--- src/rtl/ldr_pkg.sv ---
package ldr_pkg;
  localparam int unsigned ADDR_W   = 20;
  localparam int unsigned WORD_W   = 16;
  localparam int unsigned N_WORDS  = 41;   // one word at +0x06, then 40 words from +0x16
  localparam int unsigned IDX_W    = $clog2(N_WORDS);
  localparam int unsigned OFS_MSW  = 'h06;
  localparam int unsigned OFS_RUN  = 'h16;
  localparam int unsigned OFS_LAST = OFS_RUN + 2 * (N_WORDS - 2);

  typedef enum logic [1:0] {S_IDLE, S_FETCH, S_COMMIT} seq_state_e;

  typedef struct packed {
    logic [15:0] limit;
    logic [7:0]  access;
    logic [23:0] base;
  } desc_t;

  // byte address of staging word idx
  function automatic logic [ADDR_W-1:0] word_addr(logic [ADDR_W-1:0] base, logic [IDX_W-1:0] idx);
    logic [ADDR_W-1:0] run;
    run = ADDR_W'(idx - IDX_W'(1)) << 1;
    if (idx == '0) return base + ADDR_W'(OFS_MSW);
    return base + ADDR_W'(OFS_RUN) + run;
  endfunction

  // three little-endian words -> base/access/limit
  function automatic desc_t unpack_desc(logic [15:0] w0, logic [15:0] w1, logic [15:0] w2);
    desc_t d;
    d.base   = {w1[7:0], w0};
    d.access = w1[15:8];
    d.limit  = w2;
    return d;
  endfunction
endpackage

--- src/rtl/ldr_seq.sv ---
module ldr_seq
  import ldr_pkg::*;
#(
  parameter logic [ADDR_W-1:0] BASE_ADDR = 20'h00800
) (
  input  logic              clk,
  input  logic              rst_n,
  input  logic              start_i,
  input  logic              mem_rdy_i,
  input  logic              mem_err_i,
  output logic              mem_req_o,
  output logic [ADDR_W-1:0] mem_addr_o,
  output logic              wr_en_o,
  output logic [IDX_W-1:0]  wr_idx_o,
  output logic              commit_o,
  output logic              err_o
);
  localparam logic [IDX_W-1:0] LAST_IDX = IDX_W'(N_WORDS - 1);

  seq_state_e       st_q;
  logic [IDX_W-1:0] idx_q;
  logic             err_q;
  logic             accept_w;
  logic             last_w;

  assign accept_w = (st_q == S_FETCH) && mem_rdy_i;
  assign last_w   = (idx_q == LAST_IDX);

  always_ff @(posedge clk) begin
    if (!rst_n) begin
      st_q  <= S_IDLE;
      idx_q <= '0;
      err_q <= 1'b0;
    end else begin
      err_q <= 1'b0;
      case (st_q)
        S_IDLE: if (start_i) begin
          st_q  <= S_FETCH;
          idx_q <= '0;
        end
        S_FETCH: if (accept_w) begin
          if (mem_err_i) begin
            st_q  <= S_IDLE;
            err_q <= 1'b1;
          end else if (last_w) begin
            st_q <= S_COMMIT;
          end else begin
            idx_q <= idx_q + IDX_W'(1);
          end
        end
        S_COMMIT: st_q <= S_IDLE;
        default:  st_q <= S_IDLE;
      endcase
    end
  end

  assign mem_req_o  = (st_q == S_FETCH);
  assign mem_addr_o = word_addr(BASE_ADDR, idx_q);
  assign wr_en_o    = accept_w && !mem_err_i;
  assign wr_idx_o   = idx_q;
  assign commit_o   = (st_q == S_COMMIT);
  assign err_o      = err_q;

  a_r4_req_held: assert property (@(posedge clk) disable iff (!rst_n)
    (mem_req_o && !mem_rdy_i) |=> (mem_req_o && $stable(mem_addr_o)));

  a_r3_skip_gaps: assert property (@(posedge clk) disable iff (!rst_n)
    mem_req_o |-> (!mem_addr_o[0] && mem_addr_o >= BASE_ADDR + ADDR_W'(OFS_MSW)
                   && !(mem_addr_o > BASE_ADDR + ADDR_W'(OFS_MSW) && mem_addr_o < BASE_ADDR + ADDR_W'(OFS_RUN))
                   && mem_addr_o <= BASE_ADDR + ADDR_W'(OFS_LAST)));

  a_r8_commit_after_last: assert property (@(posedge clk) disable iff (!rst_n)
    commit_o |-> $past(mem_req_o && mem_rdy_i && !mem_err_i && mem_addr_o == BASE_ADDR + ADDR_W'(OFS_LAST)));

  a_r9_abort_quiet: assert property (@(posedge clk) disable iff (!rst_n)
    err_o |-> (!mem_req_o && !commit_o));
endmodule

--- src/rtl/ldr_stage.sv ---
module ldr_stage
  import ldr_pkg::*;
#(
  parameter int unsigned DEPTH = N_WORDS,
  parameter int unsigned DW    = WORD_W
) (
  input  logic                        clk,
  input  logic                        wr_en_i,
  input  logic [$clog2(DEPTH)-1:0]    wr_idx_i,
  input  logic [DW-1:0]               wr_data_i,
  output logic [DEPTH-1:0][DW-1:0]    words_o
);
  for (genvar k = 0; k < DEPTH; k++) begin : g_word
    always_ff @(posedge clk) begin
      if (wr_en_i && wr_idx_i == ($clog2(DEPTH))'(k)) words_o[k] <= wr_data_i;
    end
  end
endmodule

--- src/rtl/ldr_state_loader.sv ---
module ldr_state_loader
  import ldr_pkg::*;
#(
  parameter logic [19:0] BASE_ADDR = 20'h00800
) (
  input  logic         clk,
  input  logic         rst_n,
  input  logic         start_i,
  output logic         mem_req_o,
  output logic [19:0]  mem_addr_o,
  input  logic [15:0]  mem_rdata_i,
  input  logic         mem_rdy_i,
  input  logic         mem_err_i,
  output logic [15:0]  msw_o,
  output logic [15:0]  tr_o,
  output logic [15:0]  flags_o,
  output logic [15:0]  ip_o,
  output logic [15:0]  ldtr_o,
  output logic [63:0]  sel_o,
  output logic [127:0] gpr_o,
  output logic [191:0] seg_desc_o,
  output logic [191:0] sys_desc_o,
  output logic         done_o,
  output logic         err_o
);
  localparam int unsigned N_SEG   = 4;
  localparam int unsigned N_GPR   = 8;
  localparam int unsigned N_SYS   = 4;
  localparam int unsigned DESC_W  = $bits(desc_t);
  // staging word indices of field groups
  localparam int unsigned W_SEL_TOP = 8;   // ES sits at word 8, DS at word 5
  localparam int unsigned W_GPR_TOP = 16;  // AX at word 16, DI at word 9
  localparam int unsigned W_CACHE   = 17;
  localparam int unsigned W_SYS     = 29;

  logic                            wr_en_w;
  logic [IDX_W-1:0]                wr_idx_w;
  logic                            commit_w;
  logic [N_WORDS-1:0][WORD_W-1:0]  words_w;
  logic                            done_q;

  ldr_seq #(.BASE_ADDR(BASE_ADDR)) i_seq (
    .clk        (clk),
    .rst_n      (rst_n),
    .start_i    (start_i),
    .mem_rdy_i  (mem_rdy_i),
    .mem_err_i  (mem_err_i),
    .mem_req_o  (mem_req_o),
    .mem_addr_o (mem_addr_o),
    .wr_en_o    (wr_en_w),
    .wr_idx_o   (wr_idx_w),
    .commit_o   (commit_w),
    .err_o      (err_o)
  );

  ldr_stage #(.DEPTH(N_WORDS), .DW(WORD_W)) i_stage (
    .clk       (clk),
    .wr_en_i   (wr_en_w),
    .wr_idx_i  (wr_idx_w),
    .wr_data_i (mem_rdata_i),
    .words_o   (words_w)
  );

  always_ff @(posedge clk) begin
    if (!rst_n) begin
      msw_o   <= '0;
      tr_o    <= '0;
      flags_o <= '0;
      ip_o    <= '0;
      ldtr_o  <= '0;
      done_q  <= 1'b0;
    end else begin
      done_q <= commit_w;
      if (commit_w) begin
        msw_o   <= words_w[0];
        tr_o    <= words_w[1];
        flags_o <= words_w[2];
        ip_o    <= words_w[3];
        ldtr_o  <= words_w[4];
      end
    end
  end

  for (genvar s = 0; s < N_SEG; s++) begin : g_seg
    localparam int unsigned WS = W_SEL_TOP - s;
    localparam int unsigned WC = W_CACHE + 3 * s;
    always_ff @(posedge clk) begin
      if (!rst_n) begin
        sel_o[16*s +: 16]           <= '0;
        seg_desc_o[DESC_W*s +: DESC_W] <= '0;
      end else if (commit_w) begin
        sel_o[16*s +: 16]           <= words_w[WS];
        seg_desc_o[DESC_W*s +: DESC_W] <= unpack_desc(words_w[WC], words_w[WC+1], words_w[WC+2]);
      end
    end
  end

  for (genvar g = 0; g < N_GPR; g++) begin : g_gpr
    localparam int unsigned WG = W_GPR_TOP - g;
    always_ff @(posedge clk) begin
      if (!rst_n)        gpr_o[16*g +: 16] <= '0;
      else if (commit_w) gpr_o[16*g +: 16] <= words_w[WG];
    end
  end

  for (genvar t = 0; t < N_SYS; t++) begin : g_sys
    localparam int unsigned WT = W_SYS + 3 * t;
    always_ff @(posedge clk) begin
      if (!rst_n)        sys_desc_o[DESC_W*t +: DESC_W] <= '0;
      else if (commit_w) sys_desc_o[DESC_W*t +: DESC_W] <= unpack_desc(words_w[WT], words_w[WT+1], words_w[WT+2]);
    end
  end

  assign done_o = done_q;

  // state is only ever written by a commit
  a_r8_state_frozen: assert property (@(posedge clk) disable iff (!rst_n)
    !commit_w |=> ($stable(msw_o) && $stable(tr_o) && $stable(flags_o) && $stable(ip_o)
                   && $stable(ldtr_o) && $stable(sel_o) && $stable(gpr_o)
                   && $stable(seg_desc_o) && $stable(sys_desc_o)));

  a_r8_done_single: assert property (@(posedge clk) disable iff (!rst_n)
    done_o |=> !done_o);

  a_r9_done_err_exclusive: assert property (@(posedge clk) disable iff (!rst_n)
    !(done_o && err_o));
endmodule

--- config.mk ---
export PLATFORM = sky130hd
export DESIGN_NAME = ldr_state_loader
export DESIGN_NICKNAME = d
export VERILOG_FILES = /design/src/rtl/ldr_pkg.sv /design/src/rtl/ldr_seq.sv /design/src/rtl/ldr_stage.sv /design/src/rtl/ldr_state_loader.sv
export SDC_FILE = /design/constraint.sdc
export NUM_CORES = 2
export LEC_CHECK = 0
export BUFFER_PORTS_ARGS = -buffer_cell sky130_fd_sc_hd__buf_2
export CELL_PAD_IN_SITES_DETAIL_PLACEMENT = 0
export CELL_PAD_IN_SITES_GLOBAL_PLACEMENT = 1
export CORE_AREA = 2 2 242 423
export DETAILED_ROUTE_END_ITERATION = 10
export DIE_AREA = 0 0 244 425
export GPL_TIMING_DRIVEN = 0
export MAX_ROUTING_LAYER = met4
export PLACE_DENSITY_LB_ADDON = 0.1
export SKIP_LAST_GASP = 1
export SYNTH_ARGS = -nofsm -noshare
export SYNTH_HDL_FRONTEND = slang
export SYNTH_SLANG_ARGS = --single-unit
--- constraint.sdc ---
create_clock -name clk -period 3.51 [get_ports clk]
set_input_delay 0.702 -clock clk [delete_from_list [all_inputs] [get_ports clk]]
set_output_delay 0.702 -clock clk [all_outputs]
set_load 0.02 [all_outputs]
==> qor_table.md <==
| Stage | Quantity | Reported |
|:---|:---|:---|
| outcome | Result of the run | finished, final reports clean |
| global routing | Overall fraction of global-route tracks in use | 0.268 |
| global routing | Remaining global-route overflow | 0 |
| cells and area | Fraction of final layout cells sized beyond drive strength 1 | 0.235 |
| synthesis | Ys flop type | sky130_fd_sc_hd__dfxtp_1 |
| floorplan | Core region area | 100,000 sq um |
| setup path | Stage delay of the slowest cell on the critical path | 0.37 ns |
| setup path | CP max-delay cell | sky130_fd_sc_hd__dfxtp_4 |
| setup path | Critical path data required time | 2.81 ns |
| cells and area | Area added between synthesis and finish | 22.7% |
| clock tree | CTS tree | done |
| synthesis | Post-synthesis async set-or-reset flop share | 0 |
| synthesis | Multiplexer area fraction after synthesis | 0.00181 |
| worst hold path | Worst hold-check path type | in -> reg |
| global routing | Met3 track demand over resource | 0.0723 |
| floorplan | Die area | 104,000 sq um |
| drt | Routed wire length per instance | 23.0 um |
| synthesis | Share of the synthesized area in the top cell type | 0.439 |
| power | Power density over cell area | 554 nW/um^2 |
| setup path | Crit. Startpoint | i_seq.wr_idx_o[0] |
| setup path | R2R Path Start | i_seq.st_q[1] |
| timing | Accumulated negative setup slack | 0 ns |
| clock tree | Latest clock arrival within the worst-skew pair | 0.72 ns |
| synthesis | Xor-xnor portion of the synthesized cell area | 0.000780 |
| clock tree | H-tree Lvls | 3 |
| cells and area | Post-layout nets | 4,560 |
| drt | Drc violations | 0 |
| timing | Share of the cycle needed by the critical path after routing | 0.981 |
| drt | Via count normalized by instance count | 4.99 |
| cells and area | Post-layout utilization of the core | 0.549 |
| power | Leak pwr | 0.0203 uW |
| synthesis | Number of enable flip-flop cells after synthesis | 656 |
| synthesis | Post-synthesis cell area | 44,900 sq um |
| power | Total chip power | 30,500 uW |
| synthesis | Flop and latch count out of synthesis | 1,322 |
| drt | Number of vias in the routed layout | 29,741 |
| synthesis | Adder-cell share of the synthesized area | 0.00167 |
| timing | Final Setup Violations | 0 |
| power | Worst IR drop on VDD | 0.558 mV |
| timing | Max Clock Freq | 0.290 GHz |
| synthesis | Combinational family with the most area after synthesis | simple AND/OR/NAND/NOR gates |
| global routing | Met2 track demand over resource in global routing | 0.434 |
| drt | Post-detailed-route count of antenna-violating nets | 0 |
| synthesis | Gate Count Post-Synth | 3,679 |
| synthesis | Avg Inst Size Synth | 12.2 sq um |
| timing | Post-layout minimum cycle time | 3.44 ns |
| synthesis | Post-synth top area cell | sky130_fd_sc_hd__edfxtp_1 |
| synthesis | Synth top cells by count | sky130_fd_sc_hd__nand2_1 (1,336), sky130_fd_sc_hd__dfxtp_1 (666), sky130_fd_sc_hd__a21boi_0 (656), sky130_fd_sc_hd__edfxtp_1 (656), sky130_fd_sc_hd__clkbuf_1 (118) |
| timing | Hold Violations, Final | 0 |
| synthesis | Number of distinct library cells after synthesis | 44 |
| drt | Number of DRC markers in iteration 0 | 1,475 |
| clock tree | Clock Sink Count | 1,322 |
| clock tree | Number of buffers on the longest clock path | 3 |
| synthesis | Simple-Gate Fraction of Synth Area | 0.122 |
| setup path | Crit end category | primary output |
| place | HPWL after detailed placement | 93,600 um |
| cells and area | Number of filler cells placed in the layout | 8,934 |
| global routing | Maximum number of pins on one net before global-route repair | 42 |
| timing | Transition time at the pin with the least slew margin | 1.39 ns |
| clock tree | Number of clock buffers inserted by TritonCTS | 116 |
| setup path | Cells along the critical path | buf_8 > clkinvlp_4 > ha_4 > xor2_4 > a211oi_2 > a211oi_1 > nor3_4 > buf_6 |
| clock tree | Quantity of hold-fixing buffers added after cts | 0 |
| timing | Layout Skew | 0.0245 ns |
| synthesis | Fraction of the mapped netlist area in compound gates | 0.114 |
| setup path | Crit path arrival time | 2.74 ns |
| place | Post-DP Area | 50,900 sq um |
| drt | Final Routed Wirelength | 137,000 um |
| cells and area | Sequential cell area in the final layout | 33,000 sq um |
| timing | Relative slew margins | 0.0724 |
| synthesis | Count of synthesis-stage warnings from yosys | 0 |
| synthesis | Most frequently used cell type in the post-synthesis netlist | sky130_fd_sc_hd__nand2_1 |
| global routing | Met1 track utilization from global routing | 0.331 |
| place | Global placer's final weighted congestion | 0.816 |
| synthesis | Register area share after synthesis | 0.736 |
| clock tree | Clock transition at the registers of the reported paths | 0.07 ns |
| synthesis | Largest cells by area after synthesis | sky130_fd_sc_hd__edfxtp_1 (44%), sky130_fd_sc_hd__dfxtp_1 (30%), sky130_fd_sc_hd__nand2_1 (11%) |
| floorplan | Standard-cell rows | 154 |
| cells and area | Total area of multi-input combinational cells | 11,000 sq um |
| worst hold path | Capture endpoint of the worst hold path | i_seq.st_q[0] |
| global routing | Global-route layer with the greatest usage | met2 |
| setup path | Critical Path Source Type | register |
| timing | Max-slew violation count | 0 |
| worst hold path | Number of stages on the worst hold path | 2 |
| global routing | Wire length of the first global-routing pass | 196,000 um |
| global routing | Number of antenna violations at the first check in global routing | 5 |
| setup path | Max FO, Critical Path | 10 |
| floorplan | Overall die height | 425 um |
| clock tree | Clk Tree Root Cell | sky130_fd_sc_hd__clkbuf_16 |
| worst hold path | Hold wc startpoint | start_i |
| floorplan | Horizontal die dimension | 244 um |
| setup path | Register-to-register setup slack | 0.53 ns |
| place | Port Buf Inserts | 690 |
| drt | Length of the first detailed-routing pass in iterations | 7 |
| global routing | Vias in the first global route | 28,188 |
| setup path | Number of cells on the worst reg-to-reg path | 5 |
| cells and area | Post-route cell area | 55,100 sq um |
| setup path | Reg-to-Reg End | i_stage.words_o[209] |
| floorplan | Number of top-level design ports | 700 |
| setup path | Worst setup path category | reg -> out |
| floorplan | Initial core utilization | 0.447 |
| job | Max_cap viols | 0 |
==> cell type report <==
| type | count | area share |
|---|---|---|
| flip-flops and latches | 1322 | 0.599 |
| inverters | 6 | 0.000477 |
| clock buffers | 157 | 0.0598 |
| repair buffers | 728 | 0.0771 |
| plain buffers | 238 | 0.0196 |
| multi-input cells | 2121 | 0.199 |
| clock inverters | 65 | 0.0142 |
| diodes | 2 | 0.0000908 |
| well taps | 1326 | 0.0301 |
==> per-stage QoR <==
stage | hold WS [ns] | std cells | setup slack [ns]
after global placement | 0.448 | 5703 | -0.325
after global routing | 0.283 | 5964 | -0.00793
after floorplan | 0.496 | 3687 | 0.627
after detailed placement | 0.453 | 5736 | -0.191
after CTS | 0.231 | 5960 | -0.00528
final | 0.288 | 5965 | 0.0673
==> state kept, by name, summed over array words and instances, names as in the netlist <==
signal / cells
ldtr_o: 16
i_seq.wr_idx_o: 6
ip_o: 16
i_stage.words_o: 656
tr_o: 16
sel_o: 64
flags_o: 16
sys_desc_o: 192
i_seq.st_q: 2
gpr_o: 128
seg_desc_o: 192
i_seq.err_o: 1
done_o: 1
msw_o: 16
==> critical path: cells and delay by family (launching register included) <==
family | cells | cell delay [ns]
adder cells (fa/ha/maj) | 1 | 0.23
flip-flops | 1 | 0.37
buffers and inverters | 3 | 0.49
AND/OR/NAND/NOR | 1 | 0.31
XOR/XNOR | 1 | 0.17
AO/OA/AOI/OAI | 2 | 0.44
==> where the power goes <==
group          leakage [uW]  switching [uW]  internal [uW]
clock network       0.00201            5750           7840
logic               0.00704             532            234
registers            0.0113            5.25          16200
==> kinds of logic after synthesis <==
group	count (synthesis)
buf+inv	244
compound gates	676
simple gates	1418
xor+xnor	4
other cells	1
flops	1322
mux	8
fa+ha+maj	6
==> cell usage in the layout (no fill, tap or decap), drive strengths merged, types with 2 or more instances in the layout <==
cell and count:
a2111oi 4, a211oi 5, a21boi 656, a21oi 2
and2 5, and3 12, buf 849, bufinv 17
clkbuf 274, clkinv 41, clkinvlp 4, conb 9
dfxtp 666, diode 2, edfxtp 656, ha 6
inv 9, mux2i 7, nand2 1336, nand2b 7
nand3 3, nor2 36, nor2b 4, nor3 4
nor3b 2, nor4 2, o211a 2, o21a 2
o31a 2, xnor2 2, xor2 2
==> how the worst max path moves through the flow <==
stage,cells after the start,slack (ns),to
after floorplan,7,0.63,mem_addr_o[6]
after global placement,5,-0.33,i_stage.words_o[333]
after detailed placement,5,-0.19,i_stage.words_o[279]
after CTS,8,-0.005,mem_addr_o[6]
after global routing,8,-0.008,mem_addr_o[6]
final,8,0.07,mem_addr_o[6]
==> routing by layer <==
layer | wire length, um | part of all wire | vias to the layer above
li1 | - | - | 14130
met1 | 57400 | 0.42 | 14627
met2 | 66100 | 0.48 | 839
met3 | 10900 | 0.079 | 145
met4 | 2980 | 0.022 | 0
met5 | 0 | 0 | -
==> timing repair <==
action,in CTS,in global routing
setup endpoints to repair,10,8
buffers inserted,2,3
pin swaps,2,4
gates resized for setup,20,7
No activity file was read; power rests on OpenSTA's default activity.
